## config.mk

```make
export PLATFORM = sky130hd
export DESIGN_NAME = l2_req_serializer
export DESIGN_NICKNAME = d
export VERILOG_FILES = /design/src/rtl/l2s_pkg.sv /design/src/rtl/l2s_slot.sv /design/src/rtl/l2s_arbiter.sv /design/src/rtl/l2_req_serializer.sv
export SDC_FILE = /design/constraint.sdc
export NUM_CORES = 1
export LEC_CHECK = 0
export CAP_MARGIN = 10
export CORE_MARGIN = 2
export CORE_UTILIZATION = 60
export DETAILED_ROUTE_END_ITERATION = 8
export DONT_BUFFER_PORTS = 1
export HOLD_SLACK_MARGIN = 0.05
export MAX_ROUTING_LAYER = met4
export PLACE_DENSITY = 0.76
export SLEW_MARGIN = 25
export SYNTH_ARGS = -nofsm -noshare
export SYNTH_HDL_FRONTEND = slang
export SYNTH_SLANG_ARGS = --single-unit
```

## constraint.sdc

```tcl
create_clock -name clk -period 2.17 [get_ports clk]
set_clock_uncertainty 0.1 [all_clocks]
set_input_delay 0.434 -clock clk [delete_from_list [all_inputs] [get_ports clk]]
set_output_delay 0.434 -clock clk [all_outputs]
set_load 0.01 [all_outputs]
```

## src/rtl/l2s_pkg.sv

```systemverilog
package l2s_pkg;
    localparam int NSLOT   = 5;
    localparam int SL_SNP  = 0;
    localparam int SL_LD   = 1;
    localparam int SL_ST0  = 2;
    localparam int SL_ST1  = 3;
    localparam int SL_IF   = 4;
    localparam int SRC_W   = 3;

    typedef enum logic [SRC_W-1:0] {
        SRC_SNOOP  = 3'd0,
        SRC_LOAD   = 3'd1,
        SRC_STORE0 = 3'd2,
        SRC_STORE1 = 3'd3,
        SRC_FETCH  = 3'd4
    } src_e;
endpackage

```

## src/rtl/l2s_slot.sv

```systemverilog
module l2s_slot #(
    parameter int ADDR_W = 32
) (
    input  logic              clk,
    input  logic              rst_n,
    input  logic              push_valid,
    input  logic [ADDR_W-1:0] push_addr,
    input  logic              pop,
    output logic              ready,
    output logic              occ,
    output logic [ADDR_W-1:0] addr
);
    typedef struct packed {
        logic              occ;
        logic [ADDR_W-1:0] addr;
    } slot_t;

    slot_t slot_d, slot_q;

    always_comb begin
        slot_d = slot_q;
        if (pop) begin
            slot_d.occ = 1'b0;
        end
        if (push_valid && !slot_q.occ) begin
            slot_d.occ  = 1'b1;
            slot_d.addr = push_addr;
        end
    end

    always_ff @(posedge clk) begin
        if (!rst_n) begin
            slot_q <= '0;
        end else begin
            slot_q <= slot_d;
        end
    end

    assign ready = !slot_q.occ;
    assign occ   = slot_q.occ;
    assign addr  = slot_q.addr;

    // a held request stays held with a stable address until popped
    assert_hold_R3: assert property (@(posedge clk) disable iff (!rst_n)
        (occ && !pop) |=> (occ && $stable(addr)));

    // only an occupied slot can be issued
    assert_pop_occ_R2: assert property (@(posedge clk) disable iff (!rst_n)
        pop |-> occ);

    // a push lands in the slot on the next cycle
    assert_push_lands_R3: assert property (@(posedge clk) disable iff (!rst_n)
        (push_valid && ready) |=> (occ && addr == $past(push_addr)));
endmodule

```

## src/rtl/l2s_arbiter.sv

```systemverilog
module l2s_arbiter
    import l2s_pkg::*;
#(
    parameter int STARVE_LIM = 8
) (
    input  logic             clk,
    input  logic             rst_n,
    input  logic [NSLOT-1:0] occ,
    input  logic             fill_st0,
    input  logic             fill_st1,
    output logic [NSLOT-1:0] grant
);
    localparam int CNT_W = $clog2(STARVE_LIM + 1);
    localparam logic [CNT_W-1:0] LIM = CNT_W'(STARVE_LIM);

    typedef struct packed {
        logic             st1_older;
        logic [CNT_W-1:0] cnt;
    } arb_t;

    arb_t arb_d, arb_q;
    logic force_if;

    always_comb begin
        force_if = occ[SL_IF] && (arb_q.cnt >= LIM);
        grant    = '0;
        if (force_if) begin
            grant[SL_IF] = 1'b1;
        end else if (occ[SL_SNP]) begin
            grant[SL_SNP] = 1'b1;
        end else if (occ[SL_LD]) begin
            grant[SL_LD] = 1'b1;
        end else if (occ[SL_ST0] && occ[SL_ST1]) begin
            if (arb_q.st1_older) grant[SL_ST1] = 1'b1;
            else                 grant[SL_ST0] = 1'b1;
        end else if (occ[SL_ST0]) begin
            grant[SL_ST0] = 1'b1;
        end else if (occ[SL_ST1]) begin
            grant[SL_ST1] = 1'b1;
        end else if (occ[SL_IF]) begin
            grant[SL_IF] = 1'b1;
        end

        arb_d = arb_q;
        if (fill_st0 && fill_st1) begin
            arb_d.st1_older = 1'b0;
        end else if (fill_st0 && occ[SL_ST1]) begin
            arb_d.st1_older = 1'b1;
        end else if (fill_st1 && occ[SL_ST0]) begin
            arb_d.st1_older = 1'b0;
        end

        if (!occ[SL_IF] || grant[SL_IF]) begin
            arb_d.cnt = '0;
        end else if (arb_q.cnt < LIM) begin
            arb_d.cnt = arb_q.cnt + CNT_W'(1);
        end
    end

    always_ff @(posedge clk) begin
        if (!rst_n) begin
            arb_q <= '0;
        end else begin
            arb_q <= arb_d;
        end
    end

    // one issue per cycle at most
    assert_onehot_R2: assert property (@(posedge clk) disable iff (!rst_n)
        $onehot0(grant));

    // any held request means something issues
    assert_work_conserving_R4: assert property (@(posedge clk) disable iff (!rst_n)
        (|occ) |-> (|grant));

    // snoop wins unless a fetch is forced
    assert_snoop_first_R5: assert property (@(posedge clk) disable iff (!rst_n)
        (occ[SL_SNP] && !(occ[SL_IF] && arb_q.cnt == LIM)) |-> grant[SL_SNP]);

    // load ahead of stores when no snoop or forced fetch
    assert_load_first_R6: assert property (@(posedge clk) disable iff (!rst_n)
        (occ[SL_LD] && !occ[SL_SNP] && !force_if) |-> grant[SL_LD]);

    // store 0 taken while store 1 stays held must not pass store 1
    assert_store_age_R6: assert property (@(posedge clk) disable iff (!rst_n)
        (fill_st0 && !fill_st1 && occ[SL_ST1] && !grant[SL_ST1]) |=> !grant[SL_ST0]);

    // fetch counter bounded and honoured
    assert_cnt_bound_R8: assert property (@(posedge clk) disable iff (!rst_n)
        arb_q.cnt <= LIM);
    assert_starve_R8: assert property (@(posedge clk) disable iff (!rst_n)
        (occ[SL_IF] && arb_q.cnt == LIM) |-> grant[SL_IF]);
endmodule

```

## src/rtl/l2_req_serializer.sv

```systemverilog
module l2_req_serializer
    import l2s_pkg::*;
#(
    parameter int ADDR_W     = 32,
    parameter int STARVE_LIM = 8
) (
    input  logic              clk,
    input  logic              rst_n,
    input  logic              snp_valid,
    output logic              snp_ready,
    input  logic [ADDR_W-1:0] snp_addr,
    input  logic              ld_valid,
    output logic              ld_ready,
    input  logic [ADDR_W-1:0] ld_addr,
    input  logic              st0_valid,
    output logic              st0_ready,
    input  logic [ADDR_W-1:0] st0_addr,
    input  logic              st1_valid,
    output logic              st1_ready,
    input  logic [ADDR_W-1:0] st1_addr,
    input  logic              if_valid,
    output logic              if_ready,
    input  logic [ADDR_W-1:0] if_addr,
    output logic              iss_valid,
    output logic [SRC_W-1:0]  iss_src,
    output logic [ADDR_W-1:0] iss_addr
);
    logic [NSLOT-1:0]  in_vld;
    logic [ADDR_W-1:0] in_addr   [NSLOT];
    logic [NSLOT-1:0]  slot_rdy;
    logic [NSLOT-1:0]  slot_occ;
    logic [ADDR_W-1:0] slot_addr [NSLOT];
    logic [NSLOT-1:0]  grant;

    assign in_vld = {if_valid, st1_valid, st0_valid, ld_valid, snp_valid};
    assign in_addr[SL_SNP] = snp_addr;
    assign in_addr[SL_LD]  = ld_addr;
    assign in_addr[SL_ST0] = st0_addr;
    assign in_addr[SL_ST1] = st1_addr;
    assign in_addr[SL_IF]  = if_addr;

    for (genvar i = 0; i < NSLOT; i++) begin : g_slot
        l2s_slot #(.ADDR_W(ADDR_W)) u_slot (
            .clk        (clk),
            .rst_n      (rst_n),
            .push_valid (in_vld[i]),
            .push_addr  (in_addr[i]),
            .pop        (grant[i]),
            .ready      (slot_rdy[i]),
            .occ        (slot_occ[i]),
            .addr       (slot_addr[i])
        );
    end

    l2s_arbiter #(.STARVE_LIM(STARVE_LIM)) u_arb (
        .clk      (clk),
        .rst_n    (rst_n),
        .occ      (slot_occ),
        .fill_st0 (st0_valid && slot_rdy[SL_ST0]),
        .fill_st1 (st1_valid && slot_rdy[SL_ST1]),
        .grant    (grant)
    );

    assign snp_ready = slot_rdy[SL_SNP];
    assign ld_ready  = slot_rdy[SL_LD];
    assign st0_ready = slot_rdy[SL_ST0];
    assign st1_ready = slot_rdy[SL_ST1];
    assign if_ready  = slot_rdy[SL_IF];

    always_comb begin
        iss_valid = 1'b0;
        iss_src   = '0;
        iss_addr  = '0;
        for (int i = 0; i < NSLOT; i++) begin
            if (grant[i]) begin
                iss_valid = 1'b1;
                iss_src   = SRC_W'(i);
                iss_addr  = slot_addr[i];
            end
        end
    end

    // the tag always names a real slot
    assert_src_range_R9: assert property (@(posedge clk) disable iff (!rst_n)
        iss_valid |-> (iss_src <= SRC_W'(SL_IF)));

    // a port whose request was just taken is not ready next cycle
    assert_ready_drop_R3: assert property (@(posedge clk) disable iff (!rst_n)
        (ld_valid && ld_ready) |=> !ld_ready);

    // outputs quiet in the cycle after reset
    assert_reset_idle_R1: assert property (@(posedge clk)
        !rst_n |=> (!iss_valid && snp_ready && ld_ready && st0_ready && st1_ready && if_ready));
endmodule

```

After elaboration in Yosys (flattened, before gate mapping)
Index checks and enable logic that the tools add are counted.

storage, ports and cells
  output and inout port bits = 41
  input port bits = 167
  bits in registers = 170
  logic and storage cells = 81

cells by class
  muxes and demuxes = 41
  reductions and logical operators = 24
  bitwise gates (word level) = 1
  order comparisons = 2
  add/subtract/negate cells = 1

operators with widths
  cell                                                            number
  33-bit two-way mux                                              5
  32-bit two-way mux                                              5
  1-bit two-way mux                                               23
  3-bit two-way mux                                               4
  2-bit nonzero test                                              6
  1-bit logical AND                                               10
  4-bit two-way mux                                               2
  1-bit zero test                                                 5
  4-bit by 1-bit adder with 4-bit output (second input constant)  1
  4-bit greater-or-equal comparator (second input constant)       1
  4-bit less-than comparator (second input constant)              1
  2-bit two-way mux                                               2
  2-bit OR reduction                                              2
  1-bit logical OR                                                1
  1-bit inverter                                                  1

Depth between registers and ports, before layout
  depth after elaboration = 12
  mapped depth = 6
  depth with buffers taken out = 4

Cells and area by module
From an unflattened synthesis, not the netlist that was laid out.

unflattened totals
  cell total of the unflattened synthesis = 981
  area, all modules = 8,688.3 sq um

modules (own cells, without submodules)
  module             seq. area each (sq um)  cells each  instances  area each (sq um)
  l2s_slot           660.6                   144         5          1,352.5
  l2_req_serializer  0.0                     229         1          1,647.8
  l2s_arbiter        100.1                   32          1          277.8

Worst setup path after synthesis
Ideal clock, no wire load.

  kind = register -> output
  from = reg g_slot[4].u_slot.slot_q (netlist bit g_slot[4].u_slot.occ)
  to = out iss_addr[4]
  path slack = 0.294 ns
  path buffers = 2
  cell stages (with the launch flop) = 7
  data required time = 1.636 ns
  data arrival time = 1.342 ns
  path through = dfxtp_1 > buf_4 > a211oi_4 > o21ai_2 > buf_6 > o21ai_0 > a22o_1

on the way
  longest elaborated chain between the ends = 8
  elaborated cells between the ends (all ways) = 14
  classes of those cells = mux: 13; reduce/logical: 1

RTL lines
  element                   line                     RTL
  start: declaration        l2s_slot.sv:18           slot_t slot_d, slot_q;
  start signal: assignment  l2s_slot.sv:35           slot_q <= slot_d;
  1-bit two-way mux         l2s_arbiter.sv:40        end else if (occ[SL_IF]) begin
  1-bit two-way mux         l2s_arbiter.sv:38        end else if (occ[SL_ST1]) begin
  2-bit two-way mux         l2s_arbiter.sv:36        end else if (occ[SL_ST0]) begin
  1-bit two-way mux         l2s_arbiter.sv:33        end else if (occ[SL_ST0] && occ[SL_ST1]) begin
  3-bit two-way mux         l2s_arbiter.sv:31        end else if (occ[SL_LD]) begin
  4-bit two-way mux         l2s_arbiter.sv:29        end else if (occ[SL_SNP]) begin
  1-bit two-way mux         l2s_arbiter.sv:27        if (force_if) begin
  32-bit two-way mux *      l2_req_serializer.sv:75  if (grant[i]) begin
  end: declaration          l2_req_serializer.sv:26  output logic [ADDR_W-1:0] iss_addr

Mark *: on every way between the ends. The rest lies on a longest branch, timed or not.

Worst setup path in the final report
  from = reg g_slot[2].u_slot.slot_q (netlist bit g_slot[2].u_slot.occ)
  to = out iss_addr[13]

on the way
  longest elaborated chain between the ends = 8
  elaborated cells between the ends (all ways) = 12
  classes of those cells = mux: 11; reduce/logical: 1

RTL lines
  element                                                        line
  start: declaration                                             l2s_slot.sv:18
  start signal: assignment                                       l2s_slot.sv:35
  1-bit two-way mux / 1-bit logical AND (equally long branches)  l2s_arbiter.sv:36, l2s_arbiter.sv:33
  2-bit two-way mux                                              l2s_arbiter.sv:33
  3-bit two-way mux *                                            l2s_arbiter.sv:31
  4-bit two-way mux *                                            l2s_arbiter.sv:29
  4-bit two-way mux                                              l2s_arbiter.sv:27
  32-bit two-way mux (2 in a row)                                l2_req_serializer.sv:75
  32-bit two-way mux *                                           l2_req_serializer.sv:75

Marked as above.

==> flow_metrics.tcl <==
set metrics [dict create \
    rsz0062_at_grt "yes" \
    combPwrFrac_pct 21.0 \
    synth-seq-area-share_pct 44.0 \
    grt_util_all_layers_pct 35.4 \
    drc 0 \
    post-place-cells 1103 \
    maxClockFrequency_mhz 425 \
    p_int_uw 6200 \
    synth_top_cell_by_area "sky130_fd_sc_hd__dfxtp_1" \
    final_max_slew_viol_count 0 \
    place.port_buffers 0 \
    sw_share_pct 27.4 \
    worst_case_register_to_register_setup_slack_ps 160 \
    max_cap_viol_count 0 \
    cts-buffers-inserted 17 \
    setup_viol 33 \
    synth_area_leaders "sky130_fd_sc_hd__dfxtp_1 44%, sky130_fd_sc_hd__nand2_1 18%, sky130_fd_sc_hd__a21boi_0 13%" \
    crit_path_max_fanout 5 \
    cts-htree-levels 4 \
    crit-reg2reg-capture "g_slot[1].u_slot.addr[2]$_SDFFE_PN0P_" \
    cp.arrival_ps 1820 \
    worstRegToRegCells 5 \
    row_count 41 \
    finalHoldViolations 0 \
    kind_of_critical_path "reg -> out" \
    routed_wirelength_microns 26000 \
    detail_route.first_pass.iterations 5 \
    place_ws_ps -0.932 \
    power.net_switching_uw 2340 \
    detailed_place_hpwl_microns 14300 \
    critical_path.cell_chain "a21bo_4 -> clkbuf_16 -> o32ai_2 -> nand2_1 -> a22o_4" \
    vdd_drop_max_v 0.000817 \
    grt_first_pass_wirelength_microns 37700 \
    instances_no_fill 1230 \
    chipWidth_microns 118 \
    ff_latch_area_sq_mm 0.00342 \
    tightestPinTransition_ps 915 \
    clkSlewWorstSetupHoldPaths_ps 70 \
    top_level_ports 208 \
    final.period_utilization_pct 108 \
    synthesis.instances 989 \
    powerDensity_mw_per_mm2 821 \
    total_negative_setup_slacks_ps -5250 \
    worstHoldPathType "in -> reg" \
    critical-path-top-delay-family "compound AO/OA/AOI/OAI gates" \
    violations "setup timing" \
    root_buffer "sky130_fd_sc_hd__clkbuf_16" \
    cts-root-to-sink-buffers 2 \
    1st_iter_drt_viols 790 \
    holdPathEnd "g_slot[0].u_slot.addr[17]$_SDFFE_PN0P_" \
    wl_per_cell_microns 21.1 \
    first_global_vias 7263 \
    multi_input_area_sq_mm 0.00462 \
    number_of_flip_flops_and_latches_in_the_synthesized_netlist 170 \
    critical_path.max_stage_delay_ps 390 \
    tritoncts "done" \
    hp-start "snp_addr[17]" \
    via_count 7541 \
    final_layout_size_suffix_gt1_share_pct 17.8 \
    die_h_microns 118 \
    clock_latency_ps 430 \
    place.gp.congestion 0.840 \
    clock_sinks 170 \
    gr-total-overflow 0 \
    antenna_violations_before_repair 1 \
    synth_area_per_cell_sq_um 7.82 \
    layout.filler_cells 765 \
    critical-path-slowest-cell "sky130_fd_sc_hd__dfxtp_4" \
    seq_power_share_pct 40.6 \
    postSynthNetCount 1158 \
    outcome "complete, but fails checks" \
    syn_to_final_growth_pct 34.5 \
    finalWorstSetupSlack_ps -183 \
    min_delay_path_depth 2 \
    power.leakage_uw 0.00403 \
    ys_types 29 \
    power_uw 8540 \
    initial_core_util_pct 61.3 \
    syn-cell-area_sq_mm 0.00774 \
    drtAntennaViolNets 0 \
    setup.worst_path.start_class "flop" \
    rr_startpoint "g_slot[1].u_slot.occ$_SDFFE_PN0P_" \
    layout_net_count 1213 \
    worst_slew_margin_rel_pct 38.7 \
    core-area_sq_mm 0.0126 \
    power.share.clock_pct 38.4 \
    min_period_ps 2350 \
    post_drt_via_cell_ratio 6.13 \
    maximum_number_of_pins_on_one_net_before_global_route_repair 166 \
    critPathBufInv 1 \
    yosysWarnings 0 \
    yosys.area.top_type_share_pct 44.0 \
    endpoint_kind "primary output" \
    required_worst_endpoint_ps 1640 \
    die-area_sq_mm 0.0138 \
]
[what timing repair did]
item                                    CTS  global route
hold endpoints to repair                 69             3
gates cloned                              3            10
hold buffers                             67             7
setup buffers                             3             4
endpoints found under the setup margin   34            33
pin swaps                                22            22
gates resized for setup                 111            34
[metrics by stage]
stage	area, sq um	util, %	hold slack (ps)
global placement	7840	62.1	340
finish	10400	82.4	51.6
global route	10400	82.4	58.8
CTS	9940	78.8	50.1
floorplan	7740	-	335
detailed placement	7850	62.2	347
[power groups by stage]
| stage | combinational, uW | clock, uW | sequential, uW |
|---|---|---|---|
| final | 1790 | 3270 | 3470 |
| after global routing | 1910 | 3400 | 3480 |
| after CTS | 1560 | 3280 | 3450 |
| after detailed placement | 1130 | 0 | 3500 |
| after global placement | 1120 | 0 | 3490 |
| after floorplan | 884 | 0 | 3460 |
[synth_stat cells]
cell type,number
sky130_fd_sc_hd__xnor2_1,1
sky130_fd_sc_hd__inv_1,7
sky130_fd_sc_hd__a211oi_4,1
sky130_fd_sc_hd__o21ai_0,43
sky130_fd_sc_hd__nand2_1,362
sky130_fd_sc_hd__nor2_1,5
sky130_fd_sc_hd__dfxtp_1,170
sky130_fd_sc_hd__a21bo_1,1
sky130_fd_sc_hd__nor2b_1,7
sky130_fd_sc_hd__buf_2,20
sky130_fd_sc_hd__ha_1,2
sky130_fd_sc_hd__a22o_1,32
sky130_fd_sc_hd__a21boi_1,23
sky130_fd_sc_hd__clkbuf_1,49
sky130_fd_sc_hd__a31oi_1,2
sky130_fd_sc_hd__nand3_1,2
sky130_fd_sc_hd__o32ai_1,32
sky130_fd_sc_hd__buf_4,5
sky130_fd_sc_hd__xor2_1,1
sky130_fd_sc_hd__a21oi_1,35
sky130_fd_sc_hd__nor4_1,1
sky130_fd_sc_hd__buf_1,8
sky130_fd_sc_hd__o21ai_2,1
sky130_fd_sc_hd__inv_2,3
sky130_fd_sc_hd__buf_6,8
sky130_fd_sc_hd__mux2i_1,1
sky130_fd_sc_hd__o211a_1,1
sky130_fd_sc_hd__a21boi_0,139
sky130_fd_sc_hd__o21ai_1,27
[worst max-delay path by stage]
| stage | from | end | depth (start not counted) |
|---|---|---|---|
| 6_report | g_slot[2].u_slot.occ$_SDFFE_PN0P_ | iss_addr[13] | 5 |
| 5_1_grt | g_slot[2].u_slot.occ$_SDFFE_PN0P_ | iss_addr[13] | 5 |
| 4_1_cts | u_arb.arb_q[3]$_SDFFE_PP0N_ | iss_addr[4] | 5 |
| 3_5_place_dp | g_slot[3].u_slot.occ$_SDFFE_PN0P_ | iss_addr[31] | 4 |
| 3_3_place_gp | g_slot[3].u_slot.occ$_SDFFE_PN0P_ | iss_addr[22] | 4 |
| 2_1_floorplan | g_slot[4].u_slot.occ$_SDFFE_PN0P_ | iss_addr[4] | 6 |
[registers in the layout (all words and copies together), names as in the netlist]
name / flops
u_arb.arb_q: 5
g_slot.u_slot.occ: 5
g_slot.u_slot.addr: 160
[cell usage in the layout, fill, tap and decap left out, drive strengths merged]
cell type,Yosys,final
inv,10,10
o21ai,71,71
bufinv,0,3
nand2,362,362
a21boi,162,162
nor2b,7,7
o211a,1,1
o32ai,32,32
nand3,2,2
a21bo,1,1
xnor2,1,1
a21oi,35,35
dfxtp,170,170
dlygate4sd3,0,74
ha,2,2
a22o,32,32
nor2,5,5
nor4,1,1
buf,41,46
clkbuf,49,32
diode,0,1
xor2,1,1
clkinv,0,3
a211oi,1,1
a31oi,2,2
mux2i,1,1
[layer usage]
layer / wire [microns] / GRT usage (%) / up-vias
met4: 971 / 14.5 / 0
met1: 9980 / 41.6 / 3595
li1: - / - / 3463
met2: 12700 / 57.9 / 409
met3: 2330 / 9.45 / 74
met5: 0 / - / -
[area by class of cell]
type / instances / area share (%)
clock buffers: 26 / 5.18
multi-input cells: 719 / 44.4
clock inverters: 6 / 1.01
diodes: 1 / 0.0241
flip-flops and latches: 170 / 32.9
well taps: 172 / 2.07
inverters: 10 / 0.457
repair buffers: 126 / 14.0
[kinds of logic after synthesis]
| logic type | count (synthesis) | share of synthesized area, % |
|---|---|---|
| flops | 170 | 44.0 |
| fa+ha+maj | 2 | 0.323 |
| xor+xnor | 2 | 0.226 |
| buf+inv | 100 | 6.19 |
| simple gates | 377 | 18.6 |
| mux | 1 | 0.129 |
| compound gates | 337 | 30.6 |
No activity file was read; power rests on OpenSTA's default activity.
